### src/rtl/result_fifo.sv
module result_fifo #(
  parameter int DATA_W = 12,
  parameter int DEPTH  = 4,
  localparam int AW    = $clog2(DEPTH),
  localparam int CNT_W = AW + 1
) (
  input  logic              clk,
  input  logic              rst_n,
  input  logic              push_i,
  input  logic [DATA_W-1:0] push_data_i,
  input  logic              pop_i,
  input  logic              policy_i,
  input  logic [1:0]        level_i,
  input  logic              ovf_clr_i,
  input  logic              udf_clr_i,
  output logic [DATA_W-1:0] rd_data_o,
  output logic [CNT_W-1:0]  count_o,
  output logic              dv_irq_o,
  output logic              ovf_irq_o,
  output logic              udf_irq_o
);

  logic [DATA_W-1:0] mem [DEPTH];
  logic [AW-1:0]     wptr, rptr;

  wire empty    = (count_o == '0);
  wire full     = (count_o == CNT_W'(DEPTH));
  wire do_pop   = pop_i && !empty;
  wire overflow = push_i && full && !do_pop;
  wire evict    = overflow && policy_i;
  wire do_write = push_i && (!full || do_pop || policy_i);
  wire grow     = do_write && !evict;

  assign dv_irq_o = (count_o > CNT_W'(level_i));

  always_ff @(posedge clk) begin
    if (do_write) mem[wptr] <= push_data_i;
  end

  always_ff @(posedge clk) begin
    if (!rst_n) begin
      wptr      <= '0;
      rptr      <= '0;
      count_o   <= '0;
      rd_data_o <= '0;
      ovf_irq_o <= 1'b0;
      udf_irq_o <= 1'b0;
    end else begin
      if (do_write)        wptr <= wptr + 1'b1;
      if (do_pop || evict) rptr <= rptr + 1'b1;
      if (do_pop)          rd_data_o <= mem[rptr];
      if (grow && !do_pop)      count_o <= count_o + 1'b1;
      else if (!grow && do_pop) count_o <= count_o - 1'b1;
      ovf_irq_o <= overflow | (ovf_irq_o & ~ovf_clr_i);
      udf_irq_o <= (pop_i & empty) | (udf_irq_o & ~udf_clr_i);
    end
  end

endmodule

### config.mk
export PLATFORM = sky130hd
export DESIGN_NAME = result_fifo
export DESIGN_NICKNAME = d
export VERILOG_FILES = /design/src/rtl/result_fifo.sv
export SDC_FILE = /design/constraint.sdc
export NUM_CORES = 1
export LEC_CHECK = 0
export BUFFER_PORTS_ARGS = -buffer_cell sky130_fd_sc_hd__buf_2
export CAP_MARGIN = 25
export CORE_MARGIN = 2
export CORE_UTILIZATION = 50
export DETAILED_ROUTE_END_ITERATION = 16
export PLACE_DENSITY = 0.72
export SYNTH_ARGS = -nofsm -noshare
export SYNTH_HDL_FRONTEND = slang
export SYNTH_SLANG_ARGS = --single-unit
### constraint.sdc
create_clock -name clk -period 1.9 [get_ports clk]
set_input_delay 0 -clock clk [delete_from_list [all_inputs] [get_ports clk]]
set_output_delay 0 -clock clk [all_outputs]
set_load 0.005 [all_outputs]
==> results.ini <==
[synth]
synthAdderAreaFrac_pct = 3.95
synth_ff_type = edfxtp_1
ys_ff_latch = 69
netlist_area_um2 = 2730
yosysMostFrequentCell = edfxtp_1
avgSynthCellArea_um2 = 17.0
yosys.area.top_type = edfxtp_1
syn_nets = 189
synth_seq_area_share_pct = 68.3
yosysUniqueCellTypes = 29
synth_top_area_share_pct = 52.9
synth_edf_count = 48
synthArstFlopShare_pct = 0
synth_area_leaders = edfxtp_1 (53%), dfxtp_1 (15%), mux4_2 (6.6%), mux4_1 (3.9%), a22o_1 (3.9%)
ys_warn_count = 0
synth_top_family_by_area = multiplexers
synthSimpleGateAreaFrac_pct = 5.69
synth_cells = 160
synth_xor_area_share_pct = 0.642
netlist_top_cells_count = edfxtp_1 (48), dfxtp_1 (21), a22o_1 (12)
synth-compound-area-share_pct = 5.97
muxShareOfSynthArea_pct = 12.3

[floorplanning]
initial_core_util_pct = 52.7
coreArea_um2 = 5170
die_w_um = 77.8
io_pins = 39
die-area_um2 = 6060
std_cell_rows = 26
die_h_um = 77.8

[sta]
fmax_mhz = 498
setup_viol = 1
slew_headroom_pct = 34.0
drv_slew = 0
tns_ps = -107
period_share_pct = 106
skew_ps = 12.2
min_period_ps = 2010
rsz0062_at_grt = true
tightestPinTransition_ps = 986
hold_viol = 0
holdWs_ps = 45.4
finalWorstSetupSlack_ps = -107

[clock_tree]
clock_sinks = 69
clockBufferDepth = 2
root_buffer = clkbuf_8
cts_buffers = 9
cts_tree = yes
cts-htree-levels = 3
clkTransAtPathRegs_ps = 80
clk_latency_ps = 340

[finish]
layout-drive-gt1-share_pct = 36.0
postLayoutCellArea_um2 = 3480
fin_nets = 263
syn_to_final_growth_pct = 27.6
post-route-util_pct = 67.3
n_antenna_cell = 0
multi_input_area_um2 = 805
ff_latch_area_um2 = 1870
fillers = 345

[route]
vias = 1656
dr.pass1.iters = 4
ant_nets = 0
drc = 0
drt_iter0_drc = 66
vias_per_cell = 5.36
wl_um = 5410
wl_per_cell_um = 17.5

[worst_setup_path]
path_max_fanout = 5
path_class = reg2reg
cp-end-kind = flip-flop
start_kind = flip-flop
worstReg2RegStart = count_o[1]$_SDFFE_PN0P_
crit_start = count_o[1]$_SDFFE_PN0P_
worstPathRequired_ps = 2150
critical_path_arrival_ps = 2260

[power]
power.total_uw = 4300
p_leak_uw = 0.00135
p_per_area_nw_per_um2 = 1240
peakVddDrop_uv = 687

[placement]
io_buffers = 38
place_area_um2 = 3070
routabilityCongestion = 0.793
hpwl_um = 3510

[global_route]
grt_max_degree = 14
grt_pass1_vias = 1780
grt_overflow_total = 0
track_usage_pct = 19.4
grt_pass1_wl_um = 8600
antenna_found_initial = 0

[run]
max-cap-violations = 0

[min_path]
hold_path.class = in2reg
min_from = pop_i

[outcome]
violations = negative setup slack
status = complete, but fails checks

cell type report:
class | count | area share (%)
clock buffers | 10 | 3.96
clock inverters | 6 | 2.01
repair buffers | 69 | 13.7
multi-input cells | 76 | 23.1
flip-flops and latches | 69 | 53.8
inverters | 9 | 0.971
well taps | 70 | 2.52
cells by family after synthesis:
logic type | Yosys count
DFF | 69
adders and majority gates | 8
buffers and inverters | 15
xor gates and xnor gates | 2
and+or+nand+nor | 28
muxes | 17
AOI/OAI and AO/OA | 21
routing by layer:
metal  global-route usage, %  up-vias  routed length [um]
met5                       0        -                   0
met4                    10.7        0                 118
met3                    4.42       13                 211
met2                    33.7       47                2900
met1                    22.1      837                2180
li1                        -      759                   -
per-stage QoR:
| stage | worst slack, ps | cells |
|---|---|---|
| detailed placement | -129 | 275 |
| global route | -150 | 309 |
| finish | -107 | 309 |
| floorplan | 1.77 | 160 |
| global placement | 12.4 | 275 |
| CTS | -24.2 | 309 |
worst paths after layout:
| path | end | cells past startpoint | slack (ps) |
|---|---|---|---|
| setup / recovery | count_o[2]$_SDFFE_PN0P_ | 8 | -110 |
| hold / removal | udf_irq_o$_SDFF_PN0_ | 3 | 50 |
| setup reg to reg | count_o[2]$_SDFFE_PN0P_ | 8 | -110 |
| hold reg to reg | rd_data_o[10]$_SDFFE_PN0P_ | 1 | 480 |
worst max-delay path, stage by stage, from the launching register on:
cell	delay, ps
dfxtp_2	430
nor4b_4	80
nor2b_1	160
ha_2	210
inv_2	50
fa_2	340
xor2_1	150
or3_1	340
a21oi_2	170
repair_timing:
action                     4_1_cts  5_1_grt
setup endpoints to repair        1        1
hold buffers                    16        0
pin swaps                        1        0
hold endpoints to repair        54        0
setup buffers                    2        0
resized for setup                6        1
report_power, final:
group          switching, uW  internal (uW)  total, uW  leakage (uW)
clock network            573            648       1220     0.0000951
registers                152           1810       1960      0.000614
logic                    514            601       1110      0.000643
state kept, by name, indices dropped and copies added, names as in the netlist:
register / count
wptr: 2
udf_irq_o: 1
rptr: 2
mem: 48
count_o: 3
ovf_irq_o: 1
rd_data_o: 12
placed cells by master, fill, tap and decap left out, types with 2 or more instances in the layout:
master / netlist / layout
a21oi_1: 4 / 3
a22o_1: 12 / 12
and2_1: 5 / 5
buf_2: 2 / 38
buf_4: 1 / 14
clkbuf_8: 0 / 10
clkinvlp_4: 0 / 3
dfxtp_1: 21 / 18
dfxtp_4: 0 / 2
dlygate4sd3_1: 0 / 16
edfxtp_1: 48 / 48
ha_1: 7 / 6
inv_1: 9 / 8
mux2i_1: 5 / 5
mux4_1: 4 / 4
mux4_2: 8 / 8
nand2_1: 8 / 8
nand2b_1: 2 / 2
nor2_1: 5 / 5
nor2b_1: 4 / 4
o21ai_0: 2 / 2
xor2_1: 2 / 2
Note: power is estimated with default switching activity, not from simulation.
